`src/rtl/irq_pkg.sv`:
```
// Shared constants for the interrupt request controller.
// Assumes seven maskable sources; the non-maskable source takes the id
// right after the last maskable one.
package irq_pkg;
    localparam int NSRC  = 7;
    localparam int SRC_W = $clog2(NSRC + 1);
    localparam logic [SRC_W-1:0] NMI_ID = SRC_W'(NSRC);

    // Bit positions of the maskable sources; the lower index has higher priority.
    localparam int SB_EXT1 = 0;
    localparam int SB_EXT2 = 1;
    localparam int SB_HOST = 2;
    localparam int SB_LINE = 3;
    localparam int SB_WIN  = 4;
    localparam int SB_BUS  = 5;
    localparam int SB_STEP = 6;

    typedef enum logic [1:0] {
        RA_ENABLE = 2'd0,
        RA_PEND   = 2'd1,
        RA_LINE   = 2'd2,
        RA_WMODE  = 2'd3
    } reg_addr_e;
endpackage

```
`src/rtl/irq_edge.sv`:
```
// Rising-edge detector for a vector of event signals.
// Assumes synchronous inputs. The history resets to all ones, so a level
// that is already high when reset ends does not count as an event.
module irq_edge #(
    parameter int W = 8
) (
    input  logic         clk,
    input  logic         rst_n,
    input  logic [W-1:0] sig,
    output logic [W-1:0] rise
);
    logic [W-1:0] prev_q;

    // Keep last cycle's value of every event.
    always_ff @(posedge clk) begin
        if (!rst_n) prev_q <= '1;
        else        prev_q <= sig;
    end

    assign rise = sig & ~prev_q;

    // A reported edge requires the input to have been low one cycle earlier.
    p_edge_only_r2: assert property (@(posedge clk) disable iff (!rst_n)
        (rise & $past(sig)) == '0);
endmodule

```
`src/rtl/irq_pend_bank.sv`:
```
// Register bank: enable bits, sticky pending bits, line-compare value and
// window mode, with a combinational read mux.
// Assumes DW is at least NSRC and LW. On a pending bit, a new event
// overrides a clearing write in the same cycle.
module irq_pend_bank
    import irq_pkg::*;
#(
    parameter int DW = 16,
    parameter int LW = 11
) (
    input  logic            clk,
    input  logic            rst_n,
    input  logic            reg_wr,
    input  logic [1:0]      reg_addr,
    input  logic [DW-1:0]   reg_wdata,
    output logic [DW-1:0]   reg_rdata,
    input  logic [NSRC-1:0] rise,
    output logic [NSRC-1:0] en_q,
    output logic [NSRC-1:0] pend_q,
    output logic [LW-1:0]   line_cmp_q,
    output logic            win_mode_q
);
    logic [NSRC-1:0] clr_mask;
    logic            wr_en, wr_pend, wr_line, wr_mode;
    logic            unused_wbits;

    assign unused_wbits = ^reg_wdata;

    // Decode which register a write targets.
    always_comb begin
        wr_en   = reg_wr && (reg_addr == RA_ENABLE);
        wr_pend = reg_wr && (reg_addr == RA_PEND);
        wr_line = reg_wr && (reg_addr == RA_LINE);
        wr_mode = reg_wr && (reg_addr == RA_WMODE);
        clr_mask = wr_pend ? ~reg_wdata[NSRC-1:0] : '0;
    end

    // Enable bits, written whole.
    always_ff @(posedge clk) begin
        if (!rst_n)     en_q <= '0;
        else if (wr_en) en_q <= reg_wdata[NSRC-1:0];
    end

    // Pending bits: write-zero-to-clear, events set with precedence.
    always_ff @(posedge clk) begin
        if (!rst_n) pend_q <= '0;
        else        pend_q <= (pend_q & ~clr_mask) | rise;
    end

    // Display line the comparator looks for.
    always_ff @(posedge clk) begin
        if (!rst_n)       line_cmp_q <= '0;
        else if (wr_line) line_cmp_q <= reg_wdata[LW-1:0];
    end

    // Window polarity: 0 flags outside writes, 1 flags inside writes.
    always_ff @(posedge clk) begin
        if (!rst_n)       win_mode_q <= 1'b0;
        else if (wr_mode) win_mode_q <= reg_wdata[0];
    end

    // Read multiplexer.
    always_comb begin
        unique case (reg_addr)
            RA_ENABLE: reg_rdata = DW'(en_q);
            RA_PEND:   reg_rdata = DW'(pend_q);
            RA_LINE:   reg_rdata = DW'(line_cmp_q);
            default:   reg_rdata = DW'(win_mode_q);
        endcase
    end

    // Every event shows as pending on the next cycle, even during a clear.
    p_event_wins_r13: assert property (@(posedge clk) disable iff (!rst_n)
        (|rise) |=> ((pend_q & $past(rise)) == $past(rise)));

    // After a pending write, zero-written bits are clear unless an event set them.
    p_clear_r11: assert property (@(posedge clk) disable iff (!rst_n)
        wr_pend |=> ((pend_q & ~$past(reg_wdata[NSRC-1:0]) & ~$past(rise)) == '0));
endmodule

```
`src/rtl/irq_prio.sv`:
```
// Fixed-priority selector: the lowest set request index wins.
// Assumes N fits within SRC_W bits of index.
module irq_prio #(
    parameter int N     = 7,
    parameter int SRC_W = 3
) (
    input  logic [N-1:0]     req,
    output logic             any,
    output logic [SRC_W-1:0] idx
);
    logic [N-1:0] grant;

    // Scan from the top down so the lowest index is assigned last.
    always_comb begin
        grant = '0;
        idx   = '0;
        for (int i = N - 1; i >= 0; i--) begin
            if (req[i]) begin
                grant    = '0;
                grant[i] = 1'b1;
                idx      = SRC_W'(i);
            end
        end
        any = |req;
    end

    // At most one grant, and only when some request exists.
    always_comb begin
        a_grant_onehot_r8: assert ($onehot0(grant) && ((|grant) == (|req)));
    end
endmodule

```
`src/rtl/irq_hub.sv`:
```
// Interrupt request controller top. It derives the window and display events,
// edge-detects all sources, keeps the mask and pending registers and the
// non-maskable request, and reports one source to the CPU.
// Assumes every input is synchronous to clk.
module irq_hub
    import irq_pkg::*;
#(
    parameter int DW = 16,
    parameter int LW = 11
) (
    input  logic             clk,
    input  logic             rst_n,
    input  logic             ext_irq1,
    input  logic             ext_irq2,
    input  logic             host_irq,
    input  logic             pix_wr,
    input  logic             pix_in_win,
    input  logic [LW-1:0]    line_now,
    input  logic             bus_fault,
    input  logic             step_req,
    input  logic             host_nmi,
    input  logic             nmi_nosave,
    input  logic             reg_wr,
    input  logic [1:0]       reg_addr,
    input  logic [DW-1:0]    reg_wdata,
    output logic [DW-1:0]    reg_rdata,
    input  logic             irq_ack,
    output logic             irq_req,
    output logic [SRC_W-1:0] irq_src,
    output logic             irq_save
);
    logic [NSRC:0]      ev, rise;
    logic [NSRC-1:0]    en_q, pend_q;
    logic [LW-1:0]      line_cmp_q;
    logic               win_mode_q;
    logic               win_ev, line_hit;
    logic               m_any;
    logic [SRC_W-1:0]   m_idx;
    logic               nmi_pend_q, nmi_save_q;

    // Event levels for the derived sources.
    always_comb begin
        win_ev   = pix_wr && (pix_in_win == win_mode_q);
        line_hit = (line_now == line_cmp_q);
    end

    // Assemble the event vector in priority order; the top bit is the non-maskable request.
    always_comb begin
        ev          = '0;
        ev[SB_EXT1] = ext_irq1;
        ev[SB_EXT2] = ext_irq2;
        ev[SB_HOST] = host_irq;
        ev[SB_LINE] = line_hit;
        ev[SB_WIN]  = win_ev;
        ev[SB_BUS]  = bus_fault;
        ev[SB_STEP] = step_req;
        ev[NSRC]    = host_nmi;
    end

    irq_edge #(.W(NSRC + 1)) u_edge (
        .clk  (clk),
        .rst_n(rst_n),
        .sig  (ev),
        .rise (rise)
    );

    irq_pend_bank #(.DW(DW), .LW(LW)) u_bank (
        .clk       (clk),
        .rst_n     (rst_n),
        .reg_wr    (reg_wr),
        .reg_addr  (reg_addr),
        .reg_wdata (reg_wdata),
        .reg_rdata (reg_rdata),
        .rise      (rise[NSRC-1:0]),
        .en_q      (en_q),
        .pend_q    (pend_q),
        .line_cmp_q(line_cmp_q),
        .win_mode_q(win_mode_q)
    );

    irq_prio #(.N(NSRC), .SRC_W(SRC_W)) u_prio (
        .req(pend_q & en_q),
        .any(m_any),
        .idx(m_idx)
    );

    // Non-maskable request with its captured save mode; a new edge beats an acknowledge.
    always_ff @(posedge clk) begin
        if (!rst_n) begin
            nmi_pend_q <= 1'b0;
            nmi_save_q <= 1'b0;
        end else if (rise[NSRC]) begin
            nmi_pend_q <= 1'b1;
            nmi_save_q <= ~nmi_nosave;
        end else if (irq_ack && nmi_pend_q) begin
            nmi_pend_q <= 1'b0;
        end
    end

    // Output selection: the non-maskable request first, then the maskable winner.
    always_comb begin
        irq_req  = nmi_pend_q || m_any;
        irq_src  = nmi_pend_q ? NMI_ID : (m_any ? m_idx : '0);
        irq_save = nmi_pend_q ? nmi_save_q : m_any;
    end

    // With nothing enabled and pending, no request leaves the block.
    p_masked_quiet_r3: assert property (@(posedge clk) disable iff (!rst_n)
        (!nmi_pend_q && ((pend_q & en_q) == '0)) |-> !irq_req);

    // The non-maskable request overrides every maskable source.
    p_nmi_top_r9: assert property (@(posedge clk) disable iff (!rst_n)
        nmi_pend_q |-> (irq_req && (irq_src == NMI_ID)));

    // The non-maskable request stays until it is acknowledged.
    p_nmi_hold_r12: assert property (@(posedge clk) disable iff (!rst_n)
        (nmi_pend_q && !irq_ack) |=> nmi_pend_q);

    // Maskable sources always ask for a state save.
    p_save_mask_r10: assert property (@(posedge clk) disable iff (!rst_n)
        (irq_req && (irq_src != NMI_ID)) |-> irq_save);
endmodule

```
`config.mk`:
```
export PLATFORM = sky130hd
export DESIGN_NAME = irq_hub
export DESIGN_NICKNAME = d
export VERILOG_FILES = /design/src/rtl/irq_pkg.sv /design/src/rtl/irq_edge.sv /design/src/rtl/irq_pend_bank.sv /design/src/rtl/irq_prio.sv /design/src/rtl/irq_hub.sv
export SDC_FILE = /design/constraint.sdc
export NUM_CORES = 1
export LEC_CHECK = 0
export BUFFER_PORTS_ARGS = -buffer_cell sky130_fd_sc_hd__buf_4
export CAP_MARGIN = 10
export CORE_ASPECT_RATIO = 0.6
export CORE_UTILIZATION = 53
export CTS_BUF_LIST = sky130_fd_sc_hd__clkbuf_4 sky130_fd_sc_hd__clkbuf_8 sky130_fd_sc_hd__clkbuf_16
export CTS_CLUSTER_SIZE = 30
export DETAILED_ROUTE_END_ITERATION = 7
export HOLD_SLACK_MARGIN = 0.06
export PLACE_DENSITY = 0.83
export SLEW_MARGIN = 20
export SYNTH_ARGS = -nofsm -noshare
export SYNTH_HDL_FRONTEND = slang
export SYNTH_SLANG_ARGS = --single-unit
```
`constraint.sdc`:
```
create_clock -name clk -period 2.05 [get_ports clk]
set_input_delay 0.3075 -clock clk [delete_from_list [all_inputs] [get_ports clk]]
set_output_delay 0.3075 -clock clk [all_outputs]
set_load 0.02 [all_outputs]
```
# After elaboration in Yosys (flattened, before gate mapping)
# Index checks and enable logic that the tools add are counted.
# totals
reg_bits	36
in_bits	42
out_inout_bits	21
word_cells	44
# op_classes
n_eq_ne	5
n_mux	14
bitwise_logic	8
reduce_logical	10
# op_table
operator	n
11-bit one-hot mux with 3 select lines	1
3-bit 2-to-1 mux	9
7-bit AND	2
7-bit inverter	2
11-bit equality test	1
8-bit AND	1
8-bit inverter	1
7-bit 2-to-1 mux	1
7-bit OR	1
7-bit OR reduction	1
1-bit logical AND	6
2-bit equality test, second input constant	2
1-bit 2-to-1 mux	3
2-bit by 1-bit equality test with 1-bit output, second input constant	1
2-bit zero test	1
2-bit nonzero test	1
1-bit equality test	1
1-bit logical OR	1
1-bit inverter	1

# Logic depth before layout (Yosys ltp)
# Gate-level depths: netlist of the first run.
# logic_depth
ltp_word	10
ltp_mapped	6
ltp_nobuf	4

# Modules after synthesis
# A second synthesis of the first run with hierarchy kept.
# unflattened
hier_cells	204
area_unflattened_um2	1846.8
# modules_own_cells
mod	instances	cells_per_inst	area_per_inst_um2
irq_pend_bank	1	134	1223.7
irq_hub	1	35	290.3
irq_edge	1	24	260.2
irq_prio	1	11	72.6

# Worst setup path before layout of the first run
# Ideal clock, no wire load.
# synth_path
path_type	register -> output
startpoint	register u_bank.pend_q[4]
endpoint	output port irq_save
t_arrival_ps	1095
required_time_ps	1742
slack_ps	647
path_stages_with_launch	5
path_buffers	0
cell_sequence	dfxtp_1 > a22o_1 > a21oi_2 > nand3_1 > mux2_2
# synth_via
elab_chain_len	3
# synth_rtl
item	line_no	source
from (decl)	irq_pend_bank.sv:19	output logic [NSRC-1:0] pend_q,
from (signal assigned)	irq_pend_bank.sv:47	else pend_q <= (pend_q & ~clr_mask) | rise;
7-bit AND	irq_hub.sv:82	.req(pend_q & en_q),
7-bit OR reduction	irq_prio.sv:24	any = |req;
1-bit 2-to-1 mux	irq_hub.sv:104	irq_save = nmi_pend_q ? nmi_save_q : m_any;
to (decl)	irq_hub.sv:30	output logic irq_save
# No other way between the ends.

# Worst setup path in the final report of the first run
# Same ends and word-level chain as after synthesis.

==> impl_metrics.ini, run 1 <==
[global_routing]
grt_pass1_vias = 1356
grt_overflow = 0
grt_max_degree = 37
grt_pass1_wl_um = 6490
antenna_found_initial = 0
grt_use_total_pct = 24.1

[worst_setup_path]
crit_fanout = 4
crit_required_ps = 1740
end_kind = output pin
start_kind = register
crit_type = reg2out
arrival_ps = 1570
reg2reg_slack_ps = 800

[place]
placed_cell_area_um2 = 2180
io_buffers = 52
gp_congestion = 0.781
dp_hpwl_um = 2870

[die]
dieArea_um2 = 3650
std_cell_rows = 15
die-height_um = 47.2
core_um2 = 3040
io_pins = 63
die_w_um = 77.4
start_util_pct = 59.4

[finish]
fin_nets = 289
diodes = 0
areaGrowthSynthToFinish_pct = 25.0
final_cell_area_um2 = 2260
drive_above_1_share_pct = 27.5

[synth]
syn_area_um2 = 1810
synth_area_leaders = dfxtp_1, mux2i_1, a21boi_1, nand2_1, xor2_1
synthMuxAreaShare_pct = 9.63
synthXorXnorAreaFrac_pct = 5.82
syn_area_per_cell_um2 = 9.12
synth_fa_ha_area_share_pct = 0
ys_warn_count = 0
ys_ff_latch = 36
synth_compound_area_share_pct = 16.4
synth.distinct_cells = 36
synthCells = 198
yosysTopAreaCellShare_pct = 39.9
synth-simple-area-share_pct = 22.8
yosysTopAreaCell = dfxtp_1
synth_top_family_by_area = simple AND/OR/NAND/NOR gates
yosysSeqAreaShare_pct = 39.9

[clocking]
clk_pin_slew_worst_paths_ps = 60
htreeDepth = 2
worstSkewPairLatency_ps = 290
ctsResizeCount = 0
hold_buffers = 0
cts.path.max_buffers = 2
cts_buffers = 5
clock-sinks = 36
postCtsSetupRepairBufs = 0
cts_tree = yes
root_buffer = clkbuf_8

[sta]
max_freq_ghz = 0.534
period_share_pct = 91.4
hold_viol_final = 0
finalSetupViolCount = 0
fin_skew_ps = 5.04
setup_tns_ps = 0
min_period_ps = 1870
grt_setup_unrepaired = no
slew_violations = 0

[routing]
drt-total-wl_um = 4020
drt.antenna.violating_nets = 0
drc_errors = 0
detail_route.first_pass.iterations = 4
viasPerCell = 5.42
wl_per_cell_um = 13.9
vias = 1565
dr.first_iter.drc_count = 111

[flow_run]
maxCapViolCount = 0

[worst_hold_path]
min_path_type = in2reg

[power_and_ir_drop]
leakage_nw = 0.977
vdd_drop_max_uv = 419
power_density_nw_per_um2 = 642

[run_status]
status = complete, no violations
## cell type report
class,instances,area [um2]
well taps,42,52.6
clock inverters,1,5.00
flip-flops and latches,36,721
repair buffers,53,398
multi-input cells,151,1000
clock buffers,6,76.3
fillers,237,783
## synth_stat cells (all sizes together)
master	n
clkbuf	4
nand2b	11
o21a	1
nor3b	1
nand2	27
dfxtp	36
mux2i	14
nor2b	10
nand3b	1
buf	11
o211a	1
o21bai	1
a22oi	2
nor4	2
mux2	1
xnor2	1
conb	1
a21o	1
and2	5
a21boi	17
a22o	2
nand3	14
mux4	1
o21ai	15
a32o	1
a31o	1
and2b	1
a21oi	1
or2	1
xor2	11
nand4b	1
nor3	1
## kinds of logic after synthesis
family,count (synthesis)
simple gates,75
compound gates,43
flops,36
mux,16
buf+inv,15
xor+xnor,12
other cells,1
## worst paths after layout
kind,end,start,depth (start not counted)
worst max-delay path,irq_save,u_bank.pend_q[4],5
worst min-delay path,u_edge.prev_q[7],host_nmi,2
worst max register to register,u_bank.pend_q[3],u_bank.line_cmp_q[0],4
worst min register to register,u_bank.line_cmp_q[9],u_bank.line_cmp_q[9],2
## where the power goes
group | total [mW] | switching (mW) | internal, mW
sequential | 0.752 | 0.0226 | 0.729
combinational | 0.223 | 0.111 | 0.112
clock | 0.474 | 0.231 | 0.244
## registers in the layout (all words and copies together) (netlist names)
name and count:
u_bank.pend_q 7, u_edge.prev_q 8, nmi_save_q 1, u_bank.en_q 7, u_bank.line_cmp_q 11, nmi_pend_q 1, u_bank.win_mode_q 1
## critical path: stages (launching register included)
cell and delay, ps:
dfxtp_1 340, a22o_1 260, a21oi_2 130, nand3_1 120
mux2_2 280, buf_4 150
## layer usage
layer,global-route usage [%],share of wire [%],vias up,wire length (um)
met5,0,0,-,0
met4,8.30,0.27,0,11
met3,6.99,6.3,2,252
met2,36.3,43,53,1710
met1,33.6,51,744,2050
li1,-,-,766,-
## cell usage in the layout (no fill, tap or decap), drive strengths merged
master,instances
o21bai,1
nor3b,1
nand2,27
nand3b,1
mux4,1
nand4b,1
a21boi,17
and2,5
mux2,1
dfxtp,36
conb,5
clkbuf,6
nand2b,11
o21ai,15
nand3,14
nor3,1
clkinv,1
xor2,11
o21a,1
a22o,2
a21oi,1
nor2b,10
nor4,2
and2b,1
a31o,1
o211a,1
a21o,1
buf,53
a22oi,2
a32o,1
or2,1
mux2i,14
xnor2,1
## per-stage QoR
| stage | power, mW | setup slack (ps) | hold WS (ps) | util [%] | cells |
|---|---|---|---|---|---|
| after floorplan | 0.896 | 647 | 381 | - | 202 |
| after global placement | 0.984 | 450 | 467 | 71.6 | 282 |
| after detailed placement | 0.988 | 458 | 471 | 71.6 | 282 |
| after CTS | 1.46 | 169 | 213 | 74.2 | 289 |
| after global routing | 1.51 | 69.1 | 210 | 74.2 | 289 |
| final | 1.45 | 176 | 216 | 74.2 | 289 |
Note: power is estimated with default switching activity, not from simulation.
==> run 2, diff against run 1 <==
--- a/config.mk
+++ b/config.mk
@@ -8,12 +8,12 @@
 export BUFFER_PORTS_ARGS = -buffer_cell sky130_fd_sc_hd__buf_4
 export CAP_MARGIN = 10
 export CORE_ASPECT_RATIO = 0.6
-export CORE_UTILIZATION = 53
+export CORE_UTILIZATION = 49
 export CTS_BUF_LIST = sky130_fd_sc_hd__clkbuf_4 sky130_fd_sc_hd__clkbuf_8 sky130_fd_sc_hd__clkbuf_16
 export CTS_CLUSTER_SIZE = 30
 export DETAILED_ROUTE_END_ITERATION = 7
-export HOLD_SLACK_MARGIN = 0.06
-export PLACE_DENSITY = 0.83
+export HOLD_SLACK_MARGIN = 0.12
+export PLACE_DENSITY = 0.78
 export SLEW_MARGIN = 20
 export SYNTH_ARGS = -nofsm -noshare
 export SYNTH_HDL_FRONTEND = slang
==> constraint.sdc (replaced) <==
create_clock -name clk -period 1.9 [get_ports clk]
set_input_delay 0.285 -clock clk [delete_from_list [all_inputs] [get_ports clk]]
set_output_delay 0.285 -clock clk [all_outputs]
set_load 0.02 [all_outputs]
==> run 2 against run 1 <==
  * Sequential share of layout area is 0.33 points lower
  * Highest routed layer is now met3
  * Count of clock-buffer cells in the layout grew 1
  * Utilization decreased by 6.8 points
==> impl_metrics.ini, run 2 (synthesis gave the netlist of run 1 again) <==
[run_status]
status = complete, no violations

[finish]
top_regs = u_bank.line_cmp_q: 11 flops, u_edge.prev_q: 8 flops
instances_no_fill = 292
diodes = 0
layout_commonest_cell = buf_4
fill_cells = 307
utilization_pct = 67.4
regMostFlops = u_bank.line_cmp_q
drive_above_1_share_pct = 27.9
fin_nets = 289
largest_reg_flops = 11
regArea_um2 = 721
final_cell_mix = buf_4, dfxtp_1, nand2_1
multiInputGateArea_um2 = 1010
areaGrowthSynthToFinish_pct = 26.3

[worst_setup_path]
critPathMaxStageDelay_ps = 330
worst-path-buf-inv = 1
crit_fanout = 4
reg2reg_from = u_bank.line_cmp_q[0]
crit_family = compound AO/OA/AOI/OAI gates
ff2ff_path_depth = 4
end_kind = output pin
crit_path_top_delay_cell = dfxtp_1
crit_required_ps = 1620
r2r-end = u_bank.pend_q[3]
start_kind = register
reg2reg_slack_ps = 640
crit_type = reg2out
crit_path_cell_trace = a22o_1, a21oi_2, nand3_2, mux2_2, buf_4
arrival_ps = 1550

[routing]
dr.first_iter.drc_count = 82
drc_errors = 0
wl_per_cell_um = 13.6
drt-total-wl_um = 3980
detail_route.first_pass.iterations = 4
drt.antenna.violating_nets = 0
viasPerCell = 5.38
vias = 1570

[place]
io_buffers = 52
dp_hpwl_um = 2950
gp_congestion = 0.762
place_inst = 285

[global_routing]
grt_pass1_vias = 1463
grt_overflow = 0
grt_max_degree = 37
grt_use_total_pct = 22.1
antenna_found_initial = 0
grt_pass1_wl_um = 6670

[power_and_ir_drop]
leakage_nw = 0.990
seq_power_share_pct = 50.0
clockPowerShare_pct = 35.0
finalPower_mw = 1.62
swShare_pct = 24.0
power_density_nw_per_um2 = 710
vdd_drop_max_uv = 338
power.switching_mw = 0.390
intPower_mw = 1.23
comb_power_share_pct = 14.9

[clocking]
postCtsSetupRepairBufs = 0
clock-sinks = 36
cts.path.max_buffers = 2
root_buffer = clkbuf_8
worstSkewPairLatency_ps = 280
clk_pin_slew_worst_paths_ps = 70
cts_tree = yes
htreeDepth = 2
cts_buffers = 5

[die]
io_pins = 63
core_um2 = 3380
die_w_um = 80.4
die-height_um = 49.0
std_cell_rows = 16
dieArea_um2 = 3940
start_util_pct = 53.4

[sta]
fin_skew_ps = 5.82
slew_violations = 0
hold_viol_final = 0
period_share_pct = 96.8
max_freq_ghz = 0.544
min_period_ps = 1840
finalSetupViolCount = 0

[flow_run]
maxCapViolCount = 0

[worst_hold_path]
min-delay-start = host_nmi
hold_end = u_edge.prev_q[7]
min_path_type = in2reg
holdPathStages = 2
-- run 2: what timing repair did --
action	CTS	global route
resized for setup	0	1
hold endpoints to repair	0	0
endpoints found under the setup margin	0	1
hold buffers	0	0
-- run 2: per-layer routing --
layer  up-vias  GRT usage, %  share of wire, %  wire length (um)
li1        770             -                 -                 -
met3         0          5.98               6.5               258
met2        45          33.9                43              1710
met5         -             0                 0                 0
met1       755          31.4                51              2010
met4         0          3.57                 0                 0
-- run 2: worst max path at each step --
stage	start	endpoint	cells past startpoint
floorplan	u_bank.pend_q[4]	irq_save	4
finish	u_bank.pend_q[4]	irq_save	5
global placement	reg_addr[0]	reg_rdata[6]	5
CTS	u_bank.pend_q[4]	irq_save	5
global route	u_bank.pend_q[4]	irq_save	5
detailed placement	reg_addr[0]	reg_rdata[6]	5
-- run 2: through the flow --
step	setup TNS (ps)	instance area, um2	worst slack (ps)	hold slack, ps
2_1_floorplan	0	1820	520	358
3_3_place_gp	0	2180	347	466
3_5_place_dp	0	2180	357	470
4_1_cts	0	2280	52.6	197
5_1_grt	-4.95	2280	-4.95	192
6_report	0	2280	60.5	199
-- run 2: final cells by class --
class,instances,area share (%)
clock buffer,7,4.22
timing repair buffer,53,17.4
multi-input combinational,151,44.3
sequential,36,31.6
tap,45,2.47
-- run 2: power by group through the flow --
stage,registers (mW),logic (mW),clock network (mW)
6_report,0.810,0.242,0.568
5_1_grt,0.814,0.265,0.620
4_1_cts,0.810,0.242,0.574
3_5_place_dp,0.827,0.241,0
3_3_place_gp,0.826,0.237,0
2_1_floorplan,0.820,0.147,0
==> run 3, diff against run 2 <==
==> constraint.sdc (replaced) <==
create_clock -name clk -period 1.9 [get_ports clk]
set_input_delay 0.095 -clock clk [delete_from_list [all_inputs] [get_ports clk]]
set_output_delay 0.095 -clock clk [all_outputs]
set_load 0.005 [all_outputs]
==> run 3 against run 2 <==
  * Utilization rose by 6.1 points
  * Worst hold slack got worse by 52 ps
  * Maximum frequency rose by 12%
  * Cell area rose by 9.1%
  * Sequential power barely moved
  * Non-clock buffer count rose by 21
  * Critical path depth did not move
  * First-iteration DRC count fell by 33%
  * Setup slack improved by 190 ps
  * Routed wire length rose by 6.2%
  * Via count rose by 2.0%
  * Clock power rose by 2%
==> impl_metrics.ini, run 3 (synthesis gave the netlist of run 1 again) <==
[routing]
vias = 1602
detail_route.first_pass.iterations = 4
wl_per_cell_um = 13.5
drc_errors = 0
drt-total-wl_um = 4230
dr.first_iter.drc_count = 55
viasPerCell = 5.10
drt.antenna.violating_nets = 0

[power_and_ir_drop]
finalPower_mw = 1.64
intPower_mw = 1.26
power.switching_mw = 0.384
leakage_nw = 1.07
seq_power_share_pct = 49.3
clockPowerShare_pct = 35.1
comb_power_share_pct = 15.6
swShare_pct = 23.4
vdd_drop_max_uv = 411
power_density_nw_per_um2 = 661

[die]
io_pins = 63
std_cell_rows = 16
core_um2 = 3380
die_w_um = 80.4
dieArea_um2 = 3940
start_util_pct = 53.4
die-height_um = 49.0

[sta]
period_share_pct = 86.6
max_freq_ghz = 0.608
grt_setup_unrepaired = no
hold_viol_final = 0
setup_tns_ps = 0
min_period_ps = 1650
finalSetupViolCount = 0
slew_violations = 0
fin_skew_ps = 2.13
worst_slack_ps = 254

[global_routing]
grt_pass1_vias = 1541
antenna_found_initial = 0
grt_use_total_pct = 23.9
grt_overflow = 0
grt_max_degree = 37
grt_pass1_wl_um = 7000

[place]
io_buffers = 52
pre_cts_ws_ps = 562
gp_congestion = 0.765
place_inst = 285
dp_hpwl_um = 2870

[finish]
drive_above_1_share_pct = 25.7
fin_nets = 310
regMostFlops = u_bank.line_cmp_q
instances_no_fill = 314
fill_cells = 286
largest_reg_flops = 11
top_regs = u_bank.line_cmp_q: 11 flops, u_edge.prev_q: 8 flops
final_cell_mix = buf_4, dfxtp_1, nand2_1
diodes = 0
layout_commonest_cell = buf_4
areaGrowthSynthToFinish_pct = 37.8

[worst_hold_path]
min-delay-start = rst_n
min_path_type = in2reg

[clocking]
cts_buffers = 5
htreeDepth = 2
cts.path.max_buffers = 2
root_buffer = clkbuf_8
cts_tree = yes
worstSkewPairLatency_ps = 280
clk_pin_slew_worst_paths_ps = 70
clock-sinks = 36
ctsResizeCount = 0

[worst_setup_path]
crit_type = reg2out
critPathLaunch = u_bank.pend_q[4]
arrival_ps = 1550
reg2reg_from = u_bank.win_mode_q
crit_required_ps = 1800
start_kind = register
crit_fanout = 4
end_kind = output pin

[flow_run]
maxCapViolCount = 0

[run_status]
status = complete, no violations
==> run 3: cell types whose count changed in the layout (fill, tap and decap cells not counted) <==
cell,previous run,this run
nand3_2,1,0
clkbuf_4,0,2
clkbuf_8,7,6
dlygate4sd3_1,0,21
nand3_1,13,14
==> run 3: power by group through the flow <==
stage / clock network [mW] / registers [mW] / logic [mW]
floorplan: 0 / 0.820 / 0.126
global placement: 0 / 0.826 / 0.216
detailed placement: 0 / 0.826 / 0.219
CTS: 0.580 / 0.810 / 0.255
global route: 0.634 / 0.813 / 0.281
finish: 0.577 / 0.810 / 0.257
==> run 3: critical path: stages (launching register included) <==
cell and delay [ps]:
dfxtp_1 330, a22o_1 270, a21oi_2 140, nand3_1 120, mux2_2 280, buf_4 130
==> run 3: layer usage <==
layer	wire length (um)	track usage [%]	share of wire (%)
met1	2090	32.2	50
met2	1860	37.4	44
met4	46	7.14	1.1
met5	0	0	0
met3	227	6.17	5.4
==> run 3: repair_timing <==
item | CTS | global route
hold buffers | 21 | 0
hold endpoints to repair | 32 | 0
buffers inserted | 0 | 0
==> run 3: final timing paths <==
| kind | slack, ps | cells after the start | endpoint |
|---|---|---|---|
| worst max-delay path | 250 | 5 | irq_save |
| worst min-delay path | 150 | 2 | u_edge.prev_q[4] |
| worst max register to register | 620 | 4 | u_edge.prev_q[4] |
| worst min register to register | 480 | 2 | u_bank.line_cmp_q[9] |
==> run 3: cell type report <==
class                   count  area, um2  area share, %
multi-input cells         151       1000           40.4
repair buffers             74        608           24.4
well taps                  45       56.3           2.26
clock buffers               8       97.6           3.92
flip-flops and latches     36        721           29.0
==> run 3: through the flow <==
step	cell area, um2	util, %	hold slack, ps
floorplan	1820	-	168
global placement	2180	64.4	287
detailed placement	2180	64.4	295
CTS	2490	73.5	139
global route	2490	73.5	150
finish	2490	73.5	147
